[config.mk]
export PLATFORM = sky130hd
export DESIGN_NAME = wiper_ctrl
export DESIGN_NICKNAME = d
export VERILOG_FILES = /design/src/rtl/wiper_pkg.sv /design/src/rtl/wiper_sync.sv /design/src/rtl/wiper_counter.sv /design/src/rtl/wiper_decoder.sv /design/src/rtl/wiper_store.sv /design/src/rtl/wiper_ctrl.sv
export SDC_FILE = /design/constraint.sdc
export NUM_CORES = 1
export LEC_CHECK = 0
export BUFFER_PORTS_ARGS = -buffer_cell sky130_fd_sc_hd__buf_2
export CORE_UTILIZATION = 57
export CTS_BUF_LIST = sky130_fd_sc_hd__clkbuf_16
export DETAILED_ROUTE_END_ITERATION = 10
export HOLD_SLACK_MARGIN = 0.08
export PLACE_DENSITY = 0.92
export SYNTH_ARGS = -nofsm -noshare
export SYNTH_HDL_FRONTEND = slang
export SYNTH_HIERARCHICAL = 1
export SYNTH_SLANG_ARGS = --single-unit
[constraint.sdc]
create_clock -name clk -period 4.04 [get_ports clk]
set_input_delay 0.808 -clock clk [delete_from_list [all_inputs] [get_ports clk]]
set_output_delay 0.808 -clock clk [all_outputs]
set_load 0.02 [all_outputs]
[src/rtl/wiper_pkg.sv]
package wiper_pkg;

  // Saturating one-tap move; no wrap at either end.
  function automatic int unsigned sat_step(int unsigned pos, logic up, int unsigned max_pos);
    if (up) return (pos >= max_pos) ? max_pos : pos + 1;
    else    return (pos == 0) ? 0 : pos - 1;
  endfunction

endpackage

[src/rtl/wiper_sync.sv]
module wiper_sync #(
  parameter int           WIDTH     = 3,
  parameter logic [WIDTH-1:0] RST_VAL = '1
) (
  input  logic             clk,
  input  logic             rst_n,
  input  logic [WIDTH-1:0] async_i,
  output logic [WIDTH-1:0] sync_o,
  output logic [WIDTH-1:0] prev_o
);
  logic [WIDTH-1:0] meta_q, sync_q, prev_q;

  // Two flops for synchronisation, one more as edge history.
  always_ff @(posedge clk) begin
    if (!rst_n) begin
      meta_q <= RST_VAL;
      sync_q <= RST_VAL;
      prev_q <= RST_VAL;
    end else begin
      meta_q <= async_i;
      sync_q <= meta_q;
      prev_q <= sync_q;
    end
  end

  assign sync_o = sync_q;
  assign prev_o = prev_q;
endmodule

[src/rtl/wiper_counter.sv]
module wiper_counter #(
  parameter int POS_W   = 5,
  parameter int MAX_POS = 31
) (
  input  logic             clk,
  input  logic             rst_n,
  input  logic [POS_W-1:0] load_val_i,
  input  logic             step_en_i,
  input  logic             up_i,
  output logic [POS_W-1:0] pos_o
);
  logic [POS_W-1:0] pos_q;

  always_ff @(posedge clk) begin
    if (!rst_n)         pos_q <= load_val_i;
    else if (step_en_i) pos_q <= POS_W'(wiper_pkg::sat_step(int'(pos_q), up_i, MAX_POS));
  end

  assign pos_o = pos_q;

  assert_step_up_R2: assert property (@(posedge clk) disable iff (!rst_n)
    step_en_i && up_i && (pos_q != POS_W'(MAX_POS)) |=> pos_q == $past(pos_q) + 1'b1);
  assert_step_dn_R2: assert property (@(posedge clk) disable iff (!rst_n)
    step_en_i && !up_i && (pos_q != '0) |=> pos_q == $past(pos_q) - 1'b1);
  assert_sat_top_R4: assert property (@(posedge clk) disable iff (!rst_n)
    step_en_i && up_i && (pos_q == POS_W'(MAX_POS)) |=> pos_q == POS_W'(MAX_POS));
  assert_sat_bot_R4: assert property (@(posedge clk) disable iff (!rst_n)
    step_en_i && !up_i && (pos_q == '0) |=> pos_q == '0);
endmodule

[src/rtl/wiper_decoder.sv]
module wiper_decoder #(
  parameter int POS_W = 5,
  parameter int NTAPS = 32
) (
  input  logic             clk,
  input  logic             rst_n,
  input  logic [POS_W-1:0] pos_i,
  output logic [NTAPS-1:0] tap_o
);
  logic [NTAPS-1:0] tap_d, tap_q;

  for (genvar i = 0; i < NTAPS; i++) begin : g_tap
    assign tap_d[i] = (pos_i == POS_W'(i));
  end

  always_ff @(posedge clk) tap_q <= tap_d;

  assign tap_o = tap_q;

  assert_onehot_R5: assert property (@(posedge clk) disable iff (!rst_n)
    $countones(tap_q) == 1);
endmodule

[src/rtl/wiper_store.sv]
module wiper_store #(
  parameter int POS_W        = 5,
  parameter int DEFAULT_POS  = 16,
  parameter int STORE_CYCLES = 48
) (
  input  logic             clk,
  input  logic             rst_n,
  input  logic             sel_rise_i,
  input  logic             sel_fall_i,
  input  logic             step_lvl_i,
  input  logic [POS_W-1:0] pos_i,
  output logic [POS_W-1:0] nv_pos_o,
  output logic             busy_o,
  output logic             standby_o,
  output logic             store_done_o
);
  localparam int TMR_W = $clog2(STORE_CYCLES + 1);

  // Stand-in for the nonvolatile cell: not cleared by reset.
  logic [POS_W-1:0] nv_q = POS_W'(DEFAULT_POS);
  logic [TMR_W-1:0] tmr_q;
  logic             busy_q, standby_q;
  logic             start_w, skip_w, done_w;

  assign start_w = sel_rise_i && !busy_q &&  step_lvl_i;
  assign skip_w  = sel_rise_i && !busy_q && !step_lvl_i;
  assign done_w  = busy_q && (tmr_q == '0);

  always_ff @(posedge clk) begin
    if (!rst_n) begin
      busy_q    <= 1'b0;
      standby_q <= 1'b1;
      tmr_q     <= '0;
    end else if (start_w) begin
      busy_q    <= 1'b1;
      tmr_q     <= TMR_W'(STORE_CYCLES - 1);
    end else if (done_w) begin
      busy_q    <= 1'b0;
      standby_q <= 1'b1;
    end else if (busy_q) begin
      tmr_q     <= tmr_q - 1'b1;
    end else if (skip_w) begin
      standby_q <= 1'b1;
    end else if (sel_fall_i) begin
      standby_q <= 1'b0;
    end
  end

  always_ff @(posedge clk) begin
    if (rst_n && done_w) nv_q <= pos_i;
  end

  assign nv_pos_o     = nv_q;
  assign busy_o       = busy_q;
  assign standby_o    = standby_q;
  assign store_done_o = done_w;

  // Length of the busy window, checked with a run counter.
  logic [TMR_W:0] busy_run_q;
  always_ff @(posedge clk) begin
    if (!rst_n)      busy_run_q <= '0;
    else if (busy_q) busy_run_q <= busy_run_q + 1'b1;
    else             busy_run_q <= '0;
  end

  assert_busy_len_R6: assert property (@(posedge clk) disable iff (!rst_n)
    $fell(busy_q) |-> busy_run_q == (TMR_W+1)'(STORE_CYCLES));
  assert_nv_hold_R7: assert property (@(posedge clk) disable iff (!rst_n)
    !done_w |=> $stable(nv_q));
  assert_standby_done_R9: assert property (@(posedge clk) disable iff (!rst_n)
    done_w |=> standby_q && !busy_q);
  assert_no_restart_R8: assert property (@(posedge clk) disable iff (!rst_n)
    busy_q && !done_w |=> busy_q);
endmodule

[src/rtl/wiper_ctrl.sv]
module wiper_ctrl #(
  parameter int NTAPS        = 32,
  parameter int DEFAULT_POS  = 16,
  parameter int STORE_CYCLES = 48,
  localparam int POS_W       = $clog2(NTAPS),
  localparam int MAX_POS     = NTAPS - 1
) (
  input  logic             clk,
  input  logic             rst_n,
  input  logic             sel_n_i,
  input  logic             dir_up_i,
  input  logic             step_i,
  output logic [POS_W-1:0] pos_o,
  output logic [NTAPS-1:0] tap_sel_o,
  output logic             busy_o,
  output logic             standby_o
);
  localparam int SEL = 2, DIR = 1, STP = 0;

  logic [2:0]       pin_s, pin_p;
  logic [POS_W-1:0] pos_w, nv_w;
  logic             busy_w, standby_w, store_done_w;
  logic             sel_rise_w, sel_fall_w, step_fall_w, step_evt_w;

  wiper_sync #(.WIDTH(3), .RST_VAL(3'b111)) u_sync (
    .clk(clk), .rst_n(rst_n),
    .async_i({sel_n_i, dir_up_i, step_i}),
    .sync_o(pin_s), .prev_o(pin_p)
  );

  assign sel_rise_w  =  pin_s[SEL] && !pin_p[SEL];
  assign sel_fall_w  = !pin_s[SEL] &&  pin_p[SEL];
  assign step_fall_w = !pin_s[STP] &&  pin_p[STP];
  assign step_evt_w  = step_fall_w && !pin_s[SEL] && !busy_w;

  wiper_counter #(.POS_W(POS_W), .MAX_POS(MAX_POS)) u_cnt (
    .clk(clk), .rst_n(rst_n), .load_val_i(nv_w),
    .step_en_i(step_evt_w), .up_i(pin_s[DIR]), .pos_o(pos_w)
  );

  wiper_store #(.POS_W(POS_W), .DEFAULT_POS(DEFAULT_POS), .STORE_CYCLES(STORE_CYCLES)) u_store (
    .clk(clk), .rst_n(rst_n),
    .sel_rise_i(sel_rise_w), .sel_fall_i(sel_fall_w), .step_lvl_i(pin_s[STP]),
    .pos_i(pos_w), .nv_pos_o(nv_w), .busy_o(busy_w),
    .standby_o(standby_w), .store_done_o(store_done_w)
  );

  wiper_decoder #(.POS_W(POS_W), .NTAPS(NTAPS)) u_dec (
    .clk(clk), .rst_n(rst_n), .pos_i(pos_w), .tap_o(tap_sel_o)
  );

  assign pos_o     = pos_w;
  assign busy_o    = busy_w;
  assign standby_o = standby_w;

  assert_quiet_R3: assert property (@(posedge clk) disable iff (!rst_n)
    !step_evt_w |=> $stable(pos_w));
  assert_busy_freeze_R8: assert property (@(posedge clk) disable iff (!rst_n)
    busy_w |=> $stable(pos_w));
  assert_tap_follow_R5: assert property (@(posedge clk) disable iff (!rst_n)
    tap_sel_o[$past(pos_w)] == 1'b1);
  assert_store_commit_R6: assert property (@(posedge clk) disable iff (!rst_n)
    store_done_w |=> nv_w == $past(pos_w));
endmodule

# Word-level counts from Yosys, hierarchy flattened

Index checks and enable logic that the tools add are counted.
W data, S select, Z words.

Div/mod/pow operators: 0
Mux-type cells: 14
Multiply operators: 0
Reduce and logical (&&, ||, !) cells: 23
Bitwise operators: 3
Eq/ne operators: 34
Shift-type cells: 0
Add/sub/neg operators: 3
$lt $le $gt $ge: 1

Operators by type and width:

| cell                  | number |
|---|---|
| $eq A5 B5 Y1 const B  | 16 |
| $eq A5 B4 Y1 const B  | 8 |
| $mux W5               | 5 |
| $eq A5 B3 Y1 const B  | 4 |
| $mux W6               | 3 |
| $eq A5 B2 Y1 const B  | 2 |
| $logic_and A1 B1 Y1   | 10 |
| $logic_not A6 Y1      | 1 |
| $mux W1               | 6 |
| $sub A6 B1 Y6 const B | 1 |
| $add A5 B1 Y5 const B | 1 |
| $eq A5 B1 Y1 const B  | 1 |
| $ge A5 B5 Y1 const B  | 1 |
| $logic_not A5 Y1      | 1 |
| $sub A5 B1 Y5 const B | 1 |
| $logic_not A1 Y1      | 4 |
| $ne A2 B1 Y1 const B  | 2 |
| $reduce_and A2 Y1     | 2 |
| $reduce_bool A2 Y1    | 2 |
| $not A1 Y1            | 3 |
| $reduce_and A3 Y1     | 1 |
| $reduce_bool A3 Y1    | 1 |
| $ne A2 B2 Y1 const B  | 1 |
| $reduce_or A2 Y1      | 1 |

Memory bits (writable): 0
Latch bits: 0
Flip-flop bits (word level): 59
Output and inout bits: 39
Input bits: 5
Memories: 0
Word-level logic and storage cells: 88
ROM bits: 0

# Longest topological paths before layout

Depth after elaboration: 7
Gate-level depth with buffers: 6
Gate-level depth less buffers: 6

# Hierarchy

The synthesis kept the hierarchy.

By module, submodules not included:

| module        | instances | area an instance (µm²) | sequential area each (µm²) | cells each |
|---|---|---|---|---|
| wiper_decoder | 1         | 854.6                  | 640.6                      | 79 |
| wiper_store   | 1         | 594.3                  | 310.3                      | 55 |
| wiper_counter | 1         | 440.4                  | 150.1                      | 50 |
| wiper_sync    | 1         | 236.5                  | 180.2                      | 18 |
| wiper_ctrl    | 1         | 28.8                   | 0.0                        | 3 |

# Least setup slack after synthesis

No wires, ideal clock.

Kind: reg2reg
Start: register u_cnt.pos_q[0] (netlist: u_cnt/pos_o[0])
End: register u_cnt.pos_q[4] (netlist: u_cnt/pos_o[4]), data pin
Arrival: 1.672 ns
Setup time: 0.258 ns
Stages on the path, launching flop included: 7
Path buffers: 0
Period minus slack after synthesis: 1.930 ns
Required time: 3.782 ns
Setup slack: 2.110 ns
Cells stage by stage: edfxtp_1 > ha_1 > and3_1 > ha_1 > a31o_2 > nor3_2 > nor3_2

Word-level cells in the longest chain between the ends: 5
Elaborated cells between the ends (all ways): 9
Those cells by class: add/sub (2); order compare (1); mux (5); reduce/logical (1)

RTL lines:

| what                                        | line                           | source |
|---|---|---|
| from (decl)                                 | wiper_counter.sv:12            | `logic [POS_W-1:0] pos_q;` |
| from (signal assigned)                      | wiper_counter.sv:15            | `if (!rst_n) pos_q <= load_val_i;` |
| from (signal assigned)                      | wiper_counter.sv:16            | `else if (step_en_i) pos_q <= POS_W'(wiper_pkg::sat_step(int'(pos_q), up_i, MAX_POS));` |
| $sub A5 B1 Y5, or another cell as far along | wiper_pkg.sv:6                 | `else return (pos == 0) ? 0 : pos - 1;` |
| $mux W5 (on tied branches)                  | wiper_pkg.sv:6, wiper_pkg.sv:5 |  |
| $mux W5 (*)                                 | wiper_pkg.sv:5                 | `if (up) return (pos >= max_pos) ? max_pos : pos + 1;` |
| $mux W5 (*)                                 | wiper_counter.sv:16            |  |
| $mux W5 (*)                                 | wiper_counter.sv:15            |  |

Every way passes the cells marked *; elsewhere a longest branch is shown, timed or not. The select of a mux whose other input is x is not followed.
A chain may end at the register's enable or synchronous reset.

# Worst setup path in the final report

Start: register u_cnt.pos_q[4] (netlist: u_cnt/pos_o[4])
End: output port pos_o[4]

RTL lines:

| what      | line             | source |
|---|---|---|
| to (decl) | wiper_ctrl.sv:13 | `output logic [POS_W-1:0] pos_o,` |

No word-level cell between the ends.

==> key figures <==
Outcome
  – Status: finished, final reports clean

Final layout
  – Final Net Count: 260
  – Layout cells sized above 1: 0.259
  – # diodes: 0
  – Finished Cell Area: 2650 µm²
  – Area grow syn2layout: 24.7%
  – Layout Utilization: 0.770
  – Layout Cells excl Fill: 301

Clock network
  – CTS tree: done
  – PostCTS Resize Cnt: 0
  – TritonCTS Buffers: 9
  – Clk sinks: 58
  – Hold-fix buffers, CTS: 0
  – Root buf cell: clkbuf_16
  – H-tree Lvls: 3
  – Worst-skew pair later-pin latency: 0.33 ns
  – Worst-path clk slew: 0.05 ns
  – Clock tree buffer depth: 2
  – Setup bufs post-CTS: 0

Setup path
  – Worst EP required: 3.23 ns
  – CP delay by family, top: flip-flops
  – Critical path's slowest cell: edfxtp_1
  – CP Max Fanout: 17
  – Setup CP Type: flop to output pin
  – Crit-path cells: buf_2
  – Worst Path Buf+Inv: 1
  – Biggest cell delay along the critical path: 0.68 ns
  – Crit path DAT: 1.28 ns
  – CP Launch Type: flop
  – Path depth of the worst reg2reg path: 6
  – CP endpoint kind: output pin
  – Worst path depth: 1

STA
  – RSZ-0062 raised after global routing: no
  – Fin crit share: 0.517
  – Peak Freq: 479 MHz
  – Max Transition Viols Final: 0
  – Worst clock skew: 0.00924 ns
  – Post-layout worst setup margin: 1.95 ns
  – Headroom to the max-slew limit: 0.640
  – Tmin final: 2.09 ns
  – Setup TNS: 0 ns
  – Final hold vios: 0
  – Final Setup Violations: 0
  – Slew @ Worst Pin: 0.540 ns

Synth
  – Post-Syn Nets: 212
  – Warnings, synthesis: 6
  – Synth Instances: 202
  – Mapped cell area: 2120 µm²
  – Syn_area_per_cell: 10.5 µm²

Global routing
  – Vias in the first global route: 1684
  – Global-route wire length before repair: 8490 µm
  – Total gr overflow: 0
  – Largest net degree at the start of global routing: 24
  – Gr usage total: 0.296
  – Initial antenna violation count: 0

Die
  – Core area: 3440 µm²
  – Die Span Y: 63.1 µm
  – I/O pin count: 44
  – Initial Util: 0.617
  – Die W: 63.1 µm
  – Die area: 3980 µm²
  – Row Count: 21

Route
  – Number of nets still failing antenna checks after routing: 0
  – DR pass1 iterations: 5
  – Initial DRC Count: 93
  – DR WL/cell: 17.3 µm
  – Routed WL: 5200 µm
  – Via count: 1769
  – Drc violations: 0
  – Vias/cell: 5.88

Placed design
  – Post-DP Area: 2370 µm²
  – Post-Place Worst Slack: 1.97 ns
  – Port Buf Inserts: 43
  – DP Cell Count: 285
  – GPL Wtd Cong: 0.863
  – Post-DP HPWL: 2960 µm

Power
  – Clock share of power: 0.493
  – Maximum VDD drop: 0.000318 V
  – Pleak: 1.16 nW
  – Pint: 1.12 mW
  – Switch share: 0.235
  – Combinational share of power: 0.073
  – Sequential Power Share: 0.435
  – Pwr/cell area: 551 nW/µm²
  – NetSw: 0.344 mW

Hold path
  – Hold Crit Class: flop to flop
  – Hold path cells: 1

Flow run
  – Max cap viols: 0
==> metal layers <==
metal  up-vias  wire [µm]  track usage
li1        796          -            -
met2        95       2610        0.505
met3        20        418        0.121
met1       858       2020        0.320
met4         0        148        0.128
met5         -          0            0
==> worst paths after layout <==
check	from	endpoint	slack (ns)
worst min register to register	u_sync/meta_q[0]	u_sync/sync_o[0]	0.42
worst max register to register	u_cnt/pos_o[0]	u_cnt/pos_o[4]	1.97
worst min-delay path	u_sync/meta_q[0]	u_sync/sync_o[0]	0.42
worst max-delay path	u_cnt/pos_o[4]	pos_o[4]	1.95
==> power groups by stage <==
stage          logic, mW  clock network, mW  registers [mW]
2_1_floorplan     0.0555                  0           0.654
3_3_place_gp      0.0966                  0           0.642
3_5_place_dp      0.0999                  0           0.644
4_1_cts            0.104              0.724           0.634
5_1_grt            0.115              0.753           0.637
6_report           0.106              0.719           0.634
==> registers in the layout, summed over array words and instances, names as in the netlist <==
name,cells
u_store/nv_pos_o,5
u_sync/prev_o,2
u_dec/tap_o,32
u_sync/meta_q,3
u_cnt/pos_o,5
u_store/busy_o,1
u_store/standby_o,1
u_store/tmr_q,6
u_sync/sync_o,3
==> cell type report <==
class                           instances  area, µm²
Clock buffer                            9        225
Tap cell                               46       57.6
Fill cell                             202        792
Multi-Input combinational cell        132        810
Clock inverter                          7       58.8
Timing Repair Buffer                   43        215
Inverter                                6       22.5
Sequential cell                        58       1260
==> worst reg2reg max path, cell delays in order (launching register included) <==
cell and delay [ns]:
edfxtp_1 0.61, ha_1 0.31, and3_1 0.18, ha_1 0.20
a31o_2 0.26, nor3_2 0.18, nor3_2 0.07
==> cells in the final DEF, fill, tap and decap left out, types with 7 or more instances in the layout <==
cell type,instances
nor2_1,42
a21oi_1,9
clkbuf_16,9
buf_2,43
inv_1,7
edfxtp_1,10
nand2b_1,15
nand2_1,8
dfxtp_1,48
==> metrics by stage <==
| stage | total power [mW] | hold slack, ns |
|---|---|---|
| 3_3_place_gp | 0.739 | 0.388 |
| 5_1_grt | 1.50 | 0.425 |
| 2_1_floorplan | 0.709 | 0.386 |
| 6_report | 1.46 | 0.419 |
| 3_5_place_dp | 0.744 | 0.397 |
| 4_1_cts | 1.46 | 0.420 |
No activity file was read; power rests on OpenSTA's default activity.
